===== src/rtl/tcr_pkg.sv =====
package tcr_pkg;
  localparam int BYTE_W = 8;

  typedef enum logic [2:0] {
    ST_IDLE, ST_ADDR, ST_SACK, ST_WR, ST_RD, ST_MACK
  } bus_st_e;

  typedef enum logic [1:0] {
    NX_CLASS, NX_PD_LO, NX_CUR
  } nxt_e;
endpackage


===== src/rtl/tcr_sync.sv =====
module tcr_sync #(
  parameter int W      = 3,
  parameter int STAGES = 2
) (
  input  logic         clk_i,
  input  logic         rst_ni,
  input  logic [W-1:0] d_i,
  output logic [W-1:0] q_o
);
  for (genvar b = 0; b < W; b++) begin : g_bit
    logic [STAGES-1:0] sh;
    always_ff @(posedge clk_i or negedge rst_ni) begin
      if (!rst_ni) sh <= '1;
      else         sh <= {sh[STAGES-2:0], d_i[b]};
    end
    assign q_o[b] = sh[STAGES-1];
  end
endmodule


===== src/rtl/tcr_bus.sv =====
module tcr_bus
  import tcr_pkg::*;
(
  input  logic              clk_i,
  input  logic              rst_ni,
  input  logic              scl_s_i,
  input  logic              sda_s_i,
  input  logic [6:0]        dev_addr_i,
  input  logic [BYTE_W-1:0] status_i,
  output logic              sda_oe_o,
  output logic              byte_stb_o,
  output logic [BYTE_W-1:0] byte_o,
  output logic              wr_start_o,
  output logic              start_o,
  output logic              stop_o,
  output logic              read_end_o
);
  localparam int CNT_W = $clog2(BYTE_W + 1);

  bus_st_e           st;
  logic [CNT_W-1:0]  cnt;
  logic [BYTE_W-1:0] sh;
  logic              scl_q, sda_q, rw, mack, oe;
  logic              scl_rise, scl_fall;

  assign scl_rise = scl_s_i & ~scl_q;
  assign scl_fall = ~scl_s_i & scl_q;
  assign start_o  = scl_s_i & scl_q & sda_q & ~sda_s_i;
  assign stop_o   = scl_s_i & scl_q & ~sda_q & sda_s_i;
  assign sda_oe_o = oe;
  assign byte_o   = sh;

  always_ff @(posedge clk_i or negedge rst_ni) begin
    if (!rst_ni) begin
      st <= ST_IDLE; cnt <= '0; sh <= '0; rw <= 1'b0; mack <= 1'b0; oe <= 1'b0;
      scl_q <= 1'b1; sda_q <= 1'b1;
      byte_stb_o <= 1'b0; wr_start_o <= 1'b0; read_end_o <= 1'b0;
    end else begin
      scl_q <= scl_s_i;
      sda_q <= sda_s_i;
      byte_stb_o <= 1'b0; wr_start_o <= 1'b0; read_end_o <= 1'b0;
      if (start_o) begin
        st <= ST_ADDR; cnt <= '0; oe <= 1'b0;
      end else if (stop_o) begin
        st <= ST_IDLE; oe <= 1'b0;
      end else begin
        unique case (st)
          ST_ADDR: begin
            if (scl_rise) begin
              sh <= {sh[BYTE_W-2:0], sda_s_i}; cnt <= cnt + 1'b1;
            end else if (scl_fall && cnt == CNT_W'(BYTE_W)) begin
              if (sh[BYTE_W-1:1] == dev_addr_i) begin
                st <= ST_SACK; oe <= 1'b1; rw <= sh[0]; wr_start_o <= ~sh[0];
              end else st <= ST_IDLE;
            end
          end
          ST_SACK: if (scl_fall) begin
            cnt <= '0;
            if (rw) begin st <= ST_RD; sh <= status_i; oe <= ~status_i[BYTE_W-1]; end
            else    begin st <= ST_WR; oe <= 1'b0; end
          end
          ST_WR: begin
            if (scl_rise) begin
              sh <= {sh[BYTE_W-2:0], sda_s_i}; cnt <= cnt + 1'b1;
              if (cnt == CNT_W'(BYTE_W - 1)) byte_stb_o <= 1'b1;
            end else if (scl_fall && cnt == CNT_W'(BYTE_W)) begin
              st <= ST_SACK; oe <= 1'b1;
            end
          end
          ST_RD: if (scl_fall) begin
            if (cnt == CNT_W'(BYTE_W - 1)) begin
              oe <= 1'b0; st <= ST_MACK;
            end else begin
              sh <= {sh[BYTE_W-2:0], 1'b0}; oe <= ~sh[BYTE_W-2]; cnt <= cnt + 1'b1;
            end
          end
          ST_MACK: begin
            if (scl_rise) mack <= ~sda_s_i;
            else if (scl_fall) begin
              if (mack) begin
                st <= ST_RD; cnt <= '0; sh <= status_i; oe <= ~status_i[BYTE_W-1];
              end else begin
                st <= ST_IDLE; read_end_o <= 1'b1;
              end
            end
          end
          default: st <= ST_IDLE;
        endcase
      end
    end
  end
endmodule


===== src/rtl/tcr_regs.sv =====
module tcr_regs
  import tcr_pkg::*;
#(
  parameter int              DIV_W    = 15,
  parameter int              MODE_W   = 3,
  parameter int              REF_W    = 3,
  parameter int              CP_W     = 2,
  parameter logic [MODE_W-1:0] MODE_RST = 3'b001
) (
  input  logic              clk_i,
  input  logic              rst_ni,
  input  logic              byte_stb_i,
  input  logic [BYTE_W-1:0] byte_i,
  input  logic              wr_start_i,
  input  logic              stop_i,
  output logic [DIV_W-1:0]  div_o,
  output logic [MODE_W-1:0] mode_o,
  output logic [REF_W-1:0]  ref_o,
  output logic [CP_W-1:0]   cp_o
);
  localparam int HI_W     = DIV_W - BYTE_W;
  localparam int MODE_MSB = BYTE_W - 2;
  localparam int REF_MSB  = MODE_MSB - MODE_W;

  nxt_e            nx;
  logic [HI_W-1:0] hold;
  logic            pend;

  always_ff @(posedge clk_i or negedge rst_ni) begin
    if (!rst_ni) begin
      nx <= NX_CLASS; hold <= '0; pend <= 1'b0;
      div_o <= '0; mode_o <= MODE_RST; ref_o <= '0; cp_o <= '0;
    end else if (wr_start_i) begin
      nx <= NX_CLASS;
    end else if (byte_stb_i) begin
      unique case (nx)
        NX_CLASS: begin
          if (!byte_i[BYTE_W-1]) begin
            hold <= byte_i[HI_W-1:0]; pend <= 1'b1; nx <= NX_PD_LO;
          end else begin
            mode_o <= byte_i[MODE_MSB -: MODE_W];
            ref_o  <= byte_i[REF_MSB -: REF_W];
            nx     <= NX_CUR;
          end
        end
        NX_PD_LO: begin
          div_o <= {hold, byte_i}; pend <= 1'b0; nx <= NX_CLASS;
        end
        NX_CUR: begin
          cp_o <= byte_i[BYTE_W-1 -: CP_W]; nx <= NX_CLASS;
        end
        default: nx <= NX_CLASS;
      endcase
    end else if (stop_i && pend) begin
      // lone high byte commits at STOP, low half kept
      div_o[DIV_W-1 -: HI_W] <= hold;
      pend <= 1'b0;
    end
  end
endmodule


===== src/rtl/tuner_i2c_regs.sv =====
module tuner_i2c_regs
  import tcr_pkg::*;
#(
  parameter int              DIV_W       = 15,
  parameter int              MODE_W      = 3,
  parameter int              REF_W       = 3,
  parameter int              CP_W        = 2,
  parameter int              SEL_W       = 2,
  parameter logic [4:0]      ADDR_FIXED  = 5'b11000,
  parameter int              SYNC_STAGES = 2
) (
  input  logic              clk_i,
  input  logic              rst_ni,
  input  logic              scl_i,
  input  logic              sda_i,
  output logic              sda_oe_o,
  input  logic [SEL_W-1:0]  addr_sel_i,
  input  logic              lock_i,
  output logic [DIV_W-1:0]  div_o,
  output logic [MODE_W-1:0] mode_o,
  output logic [REF_W-1:0]  ref_o,
  output logic [CP_W-1:0]   cp_o
);
  localparam int PAD_W = BYTE_W - 2;

  logic              scl_s, sda_s, lock_s;
  logic              byte_stb, wr_start, start_evt, stop_evt, read_end, por_q;
  logic [BYTE_W-1:0] rx_byte, status;

  tcr_sync #(.W(3), .STAGES(SYNC_STAGES)) u_sync (
    .clk_i, .rst_ni,
    .d_i ({lock_i, sda_i, scl_i}),
    .q_o ({lock_s, sda_s, scl_s})
  );

  assign status = {por_q, lock_s, {PAD_W{1'b0}}};

  tcr_bus u_bus (
    .clk_i, .rst_ni,
    .scl_s_i    (scl_s),
    .sda_s_i    (sda_s),
    .dev_addr_i ({ADDR_FIXED, addr_sel_i}),
    .status_i   (status),
    .sda_oe_o,
    .byte_stb_o (byte_stb),
    .byte_o     (rx_byte),
    .wr_start_o (wr_start),
    .start_o    (start_evt),
    .stop_o     (stop_evt),
    .read_end_o (read_end)
  );

  tcr_regs #(.DIV_W(DIV_W), .MODE_W(MODE_W), .REF_W(REF_W), .CP_W(CP_W)) u_regs (
    .clk_i, .rst_ni,
    .byte_stb_i (byte_stb),
    .byte_i     (rx_byte),
    .wr_start_i (wr_start),
    .stop_i     (stop_evt),
    .div_o, .mode_o, .ref_o, .cp_o
  );

  always_ff @(posedge clk_i or negedge rst_ni) begin
    if (!rst_ni)       por_q <= 1'b1;
    else if (read_end) por_q <= 1'b0;
  end
endmodule


===== config.mk =====
export PLATFORM = sky130hd
export DESIGN_NAME = tuner_i2c_regs
export DESIGN_NICKNAME = d
export VERILOG_FILES = /design/src/rtl/tcr_pkg.sv /design/src/rtl/tcr_sync.sv /design/src/rtl/tcr_bus.sv /design/src/rtl/tcr_regs.sv /design/src/rtl/tuner_i2c_regs.sv
export SDC_FILE = /design/constraint.sdc
export NUM_CORES = 1
export LEC_CHECK = 0
export BUFFER_PORTS_ARGS = -buffer_cell sky130_fd_sc_hd__buf_2
export CORE_ASPECT_RATIO = 0.6
export CORE_MARGIN = 2
export CORE_UTILIZATION = 55
export CTS_BUF_LIST = sky130_fd_sc_hd__clkbuf_8 sky130_fd_sc_hd__clkbuf_16
export DETAILED_ROUTE_END_ITERATION = 16
export HOLD_SLACK_MARGIN = 0.05
export PLACE_DENSITY = 0.76
export SYNTH_ARGS = -nofsm -noshare
export SYNTH_HDL_FRONTEND = slang
export SYNTH_SLANG_ARGS = --single-unit

===== constraint.sdc =====
create_clock -name clk_i -period 2 [get_ports clk_i]
set_input_delay 0.5 -clock clk_i [delete_from_list [all_inputs] [get_ports clk_i]]
set_output_delay 0.5 -clock clk_i [all_outputs]
set_load 0.05 [all_outputs]

### After elaboration in Yosys (flattened, before gate mapping)

Index checks and enable logic that the tools add are counted.

| word-level totals | value |
|---|---|
| input bits | 7 |
| memories kept | 0 |
| output and inout bits | 24 |
| logic and storage cells | 181 |
| memory bits (writable) | 0 |
| bits in read-only memories | 0 |
| bits in latches | 0 |
| register bits after elaboration | 63 |

| cells by class | value |
|---|---|
| multipliers | 0 |
| mux-type cells | 77 |
| eq/ne operators | 40 |
| shift-type cells | 0 |
| reduce and logical (&&, ||, !) cells | 21 |
| order comparisons | 0 |
| bitwise operators | 19 |
| divide/modulo/power cells | 0 |
| $add $sub $neg | 1 |

Operators by type and width:

| kind | number |
|---|---|
| 8-bit 2-to-1 mux | 8 |
| 3-bit 2-to-1 mux | 13 |
| 4-bit 2-to-1 mux | 9 |
| 1-bit 2-to-1 mux | 34 |
| 4-bit by 2-bit != test with 1-bit output, second input constant | 8 |
| 8-bit case mux with 4 select lines | 1 |
| 11-bit AND reduction | 2 |
| 9-bit AND reduction | 2 |
| 4-bit case mux with 4 select lines | 1 |
| 4-bit AND reduction | 4 |
| 15-bit 2-to-1 mux | 1 |
| 3-bit case mux with 5 select lines | 1 |
| 7-bit 2-to-1 mux | 2 |
| 2-bit by 1-bit != test with 1-bit output, second input constant | 7 |
| 3-bit by 2-bit != test with 1-bit output, second input constant | 4 |
| 4-bit by 3-bit != test with 1-bit output, second input constant | 3 |
| 1-bit inverter | 12 |
| 2-bit 2-to-1 mux | 5 |
| 3-bit != test, second input constant | 3 |
| 3-bit AND reduction | 3 |
| 1-bit bitwise AND | 7 |
| 7-bit == test | 1 |
| 7-bit nonzero test | 1 |
| 3-bit by 2-bit == test with 1-bit output, second input constant | 2 |
| 18 further kinds | 24 |

### Longest topological paths before layout

| depth | value |
|---|---|
| word-level depth | 8 |
| gate-level depth with buffers | 7 |
| gate-level depth less buffers | 7 |

### Modules after synthesis

From an unflattened synthesis, not the netlist that was laid out.

| unflattened totals | value |
|---|---|
| cells, all modules | 257 |
| area total of the unflattened synthesis | 3061.7 um2 |

Modules (own cells, without submodules):

| module | area an instance (um2) | times used | seq. area each (um2) | cells an instance |
|---|---|---|---|---|
| tcr_bus | 1530.2 | 1 | 578.1 | 163 |
| tcr_regs | 1303.8 | 1 | 827.0 | 81 |
| tcr_sync | 180.2 | 1 | 157.7 | 9 |
| tuner_i2c_regs | 47.5 | 1 | 26.3 | 4 |

### Worst setup path before layout

Ideal clock, no wire load.

| timing | value |
|---|---|
| path kind | reg-to-reg |
| start point | register u_bus.cnt[0] |
| end point | register u_bus.sh[6] (netlist: u_bus.byte_o[6]) |
| required time | 1.875 ns |
| setup time | 0.125 ns |
| setup slack | 0.218 ns |
| arrival time | 1.657 ns |
| path buffers | 0 |
| period minus slack after synthesis | 1.782 ns |
| stages on the path, launching flop included | 7 |
| cells stage by stage | dfrtp_1 > ha_1 > and3b_1 > o21ai_1 > o221ai_2 > nor2_1 > mux2_2 |

| between the ends | value |
|---|---|
| cells in the longest elaborated chain, start to end | 3 |

RTL lines:

| what | RTL line | text |
|---|---|---|
| start: declaration | tcr_bus.sv:21 | `logic [CNT_W-1:0] cnt;` |
| start signal: assignment | tcr_bus.sv:50 | `sh <= {sh[BYTE_W-2:0], sda_s_i}; cnt <= cnt + 1'b1;` |
| start signal: assignment | tcr_bus.sv:64 | `sh <= {sh[BYTE_W-2:0], sda_s_i}; cnt <= cnt + 1'b1;` |
| start signal: assignment | tcr_bus.sv:74 | `sh <= {sh[BYTE_W-2:0], 1'b0}; oe <= ~sh[BYTE_W-2]; cnt <= cnt + 1'b1;` |
| 4-bit by 3-bit == test with 1-bit output | tcr_bus.sv:71 | `if (cnt == CNT_W'(BYTE_W - 1)) begin` |
| 2-bit != test (no source line) | n/a |  |
| 11-bit AND reduction (no source line) | n/a |  |
| end signal: assignment | tcr_bus.sv:50 |  |
| end signal: assignment | tcr_bus.sv:64 |  |
| end signal: assignment | tcr_bus.sv:74 |  |
| end: declaration | tcr_bus.sv:22 | `logic [BYTE_W-1:0] sh;` |

No other way between the ends.
A chain may end at the register's enable or synchronous reset.

### Worst setup path after layout

| timing | value |
|---|---|
| start point | register u_bus.scl_q |
| end point | register u_bus.sh[6] (netlist: u_bus.byte_o[6]) |

| between the ends | value |
|---|---|
| cells in the longest elaborated chain, start to end | 5 |
| elaborated cells on any way between the ends | 16 |
| those cells by class | eq/ne: 5; bitwise: 10; reduce/logical: 1 |

RTL lines:

| what | RTL line | text |
|---|---|---|
| start: declaration | tcr_bus.sv:23 | `logic scl_q, sda_q, rw, mack, oe;` |
| start signal: assignment | tcr_bus.sv:39 | `scl_q <= scl_s_i;` |
| 1-bit bitwise AND | tcr_bus.sv:28, tcr_bus.sv:29 |  |
| 1-bit bitwise AND, on equally long branches (2 in a row) | tcr_bus.sv:29, tcr_bus.sv:28 |  |
| 1-bit inverter (no source line) | n/a |  |
| 11-bit AND reduction (no source line) * | n/a |  |

Every way passes the cells marked *; elsewhere a longest branch is shown, timed or not.

==> impl_metrics.py <==
metrics = {
    "run_status": {
        "status": "complete, no violations",
    },
    "global_routing": {
        "grt_overflow": 0,
        "grt_pass1_wl_um": 9922,
        "track_usage": 0.2298,
        "grt_max_degree": 49,
        "antenna_found_initial": 0,
        "grt_pass1_vias": 1937,
    },
    "synthesis": {
        "ys_seq_area_frac": 0.5551,
        "synth_top_area_frac": 0.4633,
        "synth_area_leaders": "dfrtp_1, mux2_2, dfstp_2",
        "ys_async_sr_fraction": 1.000,
        "synth_ff_type": "dfrtp_1",
        "ys_warn_count": 0,
        "ys_ff_latch": 63,
        "yosysMostFrequentCell": "dfrtp_1",
        "synth_top_cells_by_count": "dfrtp_1, mux2_2, nor2_1, o21ai_0, nand2_1",
        "syn_area_per_cell_um2": 11.88,
        "syn_area_mm2": 0.002863,
        "syn_nets": 251,
        "synth_area_leader_cell": "dfrtp_1",
        "synth_edf_count": 0,
        "syn_inst": 241,
        "yosysUniqueCellTypes": 46,
    },
    "route": {
        "drc": 0,
        "viasPerCell": 5.756,
        "vias": 2055,
        "first_iter_violations": 139,
        "finalWirelength_um": 6076,
        "wire_per_inst_um": 17.02,
        "dr.pass1.iters": 4,
        "ant_nets": 0,
    },
    "clock_network": {
        "clock_sinks": 63,
        "insertion_delay_ps": 350,
        "cts_tree": "done",
        "cts_max_level": 3,
        "root_buffer": "clkbuf_8",
        "clock_path_buffers": 2,
        "cts_buffers": 9,
        "postCtsSetupRepairBufs": 0,
        "cts_resized": 0,
        "hold_buffers": 0,
        "clk_pin_slew_ps": 70,
    },
    "sta": {
        "hold_viol": 0,
        "maxSlewViolCount": 0,
        "final.min_clock_period_ps": 1881,
        "max_slew.worst_pin.slew_ps": 482.7,
        "rsz0062_at_grt": "no",
        "setup-violations-final": 0,
        "min_period_over_period": 0.9406,
        "fin_skew_ps": 12.74,
        "maxSlewHeadroom": 0.6770,
        "max_freq_mhz": 531.6,
    },
    "cells_and_area": {
        "finalInstanceArea_mm2": 0.003385,
        "num_antenna_cells": 0,
        "fill_cells": 404,
        "drive_above_1_share": 0.3918,
        "final_nets": 296,
        "syn_to_final_growth_pct": 18.23,
        "fin_cells": 357,
    },
    "critical_path": {
        "worstPathRequired_ps": 2230,
        "end_kind": "flop",
        "crit_path_max_incr_delay_ps": 560,
        "path_cells": "nand2b_1 > a21oi_1 > o221ai_2 > nor2_1 > mux2_2",
        "cp.arrival_ps": 2110,
        "crit_path_top_delay_cell": "dfstp_2",
        "cp_max_fo": 6,
        "path_buf_inv": 0,
        "worstSetupStartpointType": "flop",
        "worstSetupPathType": "reg2reg",
        "cp_top_family": "flip-flops",
    },
    "floorplan": {
        "initial_utilization": 0.5692,
        "die_w_um": 97.14,
        "die_area_mm2": 0.005817,
        "rows": 20,
        "fp.dieH_um": 59.89,
        "design.core.area_mm2": 0.005030,
        "ioPinCount": 31,
    },
    "flow_run": {
        "max_cap_violations": 0,
    },
    "placement": {
        "place_area_mm2": 0.003148,
        "hpwlAfterDp_um": 4223,
        "place_inst": 341,
        "port_buffers": 30,
        "gp_congestion": 0.8961,
    },
    "power_and_ir_drop": {
        "p_per_area_mw_per_mm2": 790.4,
        "cellLeakagePower_nw": 1.624,
        "irDropWorstVdd_mv": 0.5171,
    },
    "min_path": {
        "hold_class": "in2async",
    },
}
-- sequential cells by signal (all words and copies together), names as in the netlist, 2 cells and up --
register,cells
u_bus.st,3
u_regs.nx,2
u_sync.g_bit.sh,6
u_regs.mode_o,3
u_regs.div_o,15
u_regs.hold,7
u_bus.byte_o,8
u_regs.cp_o,2
u_regs.ref_o,3
u_bus.cnt,4
-- final cells by class --
type,instances,area (um^2),share of cell area
tap,66,82.58,0.02440
timing repair buffer,42,252.7,0.07468
multi-input combinational,162,1212,0.3582
clock buffer,10,137.6,0.04067
sequential,63,1592,0.4702
clock inverter,6,77.57,0.02292
inverter,8,30.03,0.008872
-- layer usage --
layer	vias up	wire (um)	track usage
li1	957	-	-
met1	1016	2991	0.3336
met2	72	2542	0.3175
met3	10	449	0.07485
met4	0	93	0.09859
met5	-	0	0
-- kinds of logic after synthesis --
group / share of synthesized area
buffers and inverters: 0.02797
adder cells (fa/ha/maj): 0.01311
AND/OR/NAND/NOR: 0.1490
flip-flops: 0.5551
AO/OA/AOI/OAI: 0.1049
multiplexers: 0.1438
XOR/XNOR: 0.006120
-- metrics by stage --
step / power [mW] / setup slack, ps / setup TNS [ps] / util / hold slack, ps
global placement: 1.498 / -1.352 / -3.880 / 0.6259 / 346.2
finish: 2.675 / 118.9 / 0 / 0.6729 / 65.66
floorplan: 1.428 / 218.0 / 0 / - / 204.4
CTS: 2.709 / 19.05 / 0 / 0.6687 / 62.09
global route: 2.774 / 8.154 / 0 / 0.6729 / 85.46
detailed placement: 1.504 / 24.53 / 0 / 0.6259 / 346.8
-- cells in the final DEF (no fill, tap or decap), drive strengths merged, types with 2 or more instances in the layout --
| cell | netlist | final |
|---|---|---|
| buf | 6 | 42 |
| a21oi | 13 | 13 |
| nand4 | 2 | 2 |
| or2 | 2 | 2 |
| dfrtp | 53 | 53 |
| nand2 | 14 | 14 |
| inv | 8 | 10 |
| nand3b | 6 | 6 |
| nand2b | 8 | 8 |
| or3b | 2 | 2 |
| nor2 | 15 | 15 |
| nand3 | 3 | 3 |
| nor3 | 3 | 3 |
| or3 | 2 | 2 |
| o21ai | 18 | 18 |
| dfstp | 10 | 10 |
| ha | 3 | 3 |
| clkinv | 0 | 2 |
| clkbuf | 2 | 10 |
| nor4 | 2 | 2 |
| nor2b | 4 | 4 |
| and3b | 2 | 2 |
| nor3b | 3 | 3 |
| a211oi | 2 | 2 |
| a22o | 2 | 2 |
| mux2i | 4 | 4 |
| bufinv | 0 | 2 |
| o31ai | 5 | 5 |
| xnor2 | 2 | 2 |
| mux2 | 33 | 33 |
-- path summary, 6_finish.rpt --
kind	slack, ps	cells after the start	end	startpoint
max in group asynchronous	1300	2	u_sync.g_bit[2].sh[1]	rst_ni
min in group clk_i	250	1	u_sync.g_bit[0].sh[0]	scl_i
worst min-delay path	70	1	u_bus.sda_oe_o	rst_ni
worst max register to register	120	5	u_bus.byte_o[6]	u_bus.scl_q
worst max-delay path	120	5	u_bus.byte_o[6]	u_bus.scl_q
worst min register to register	350	1	por_q	u_bus.read_end_o
-- power breakdown --
group	internal, mW	switching (mW)
registers	1.31	0.0447
logic	0.0452	0.0817
clock network	0.722	0.472
Power figures use the tool's default switching activity.
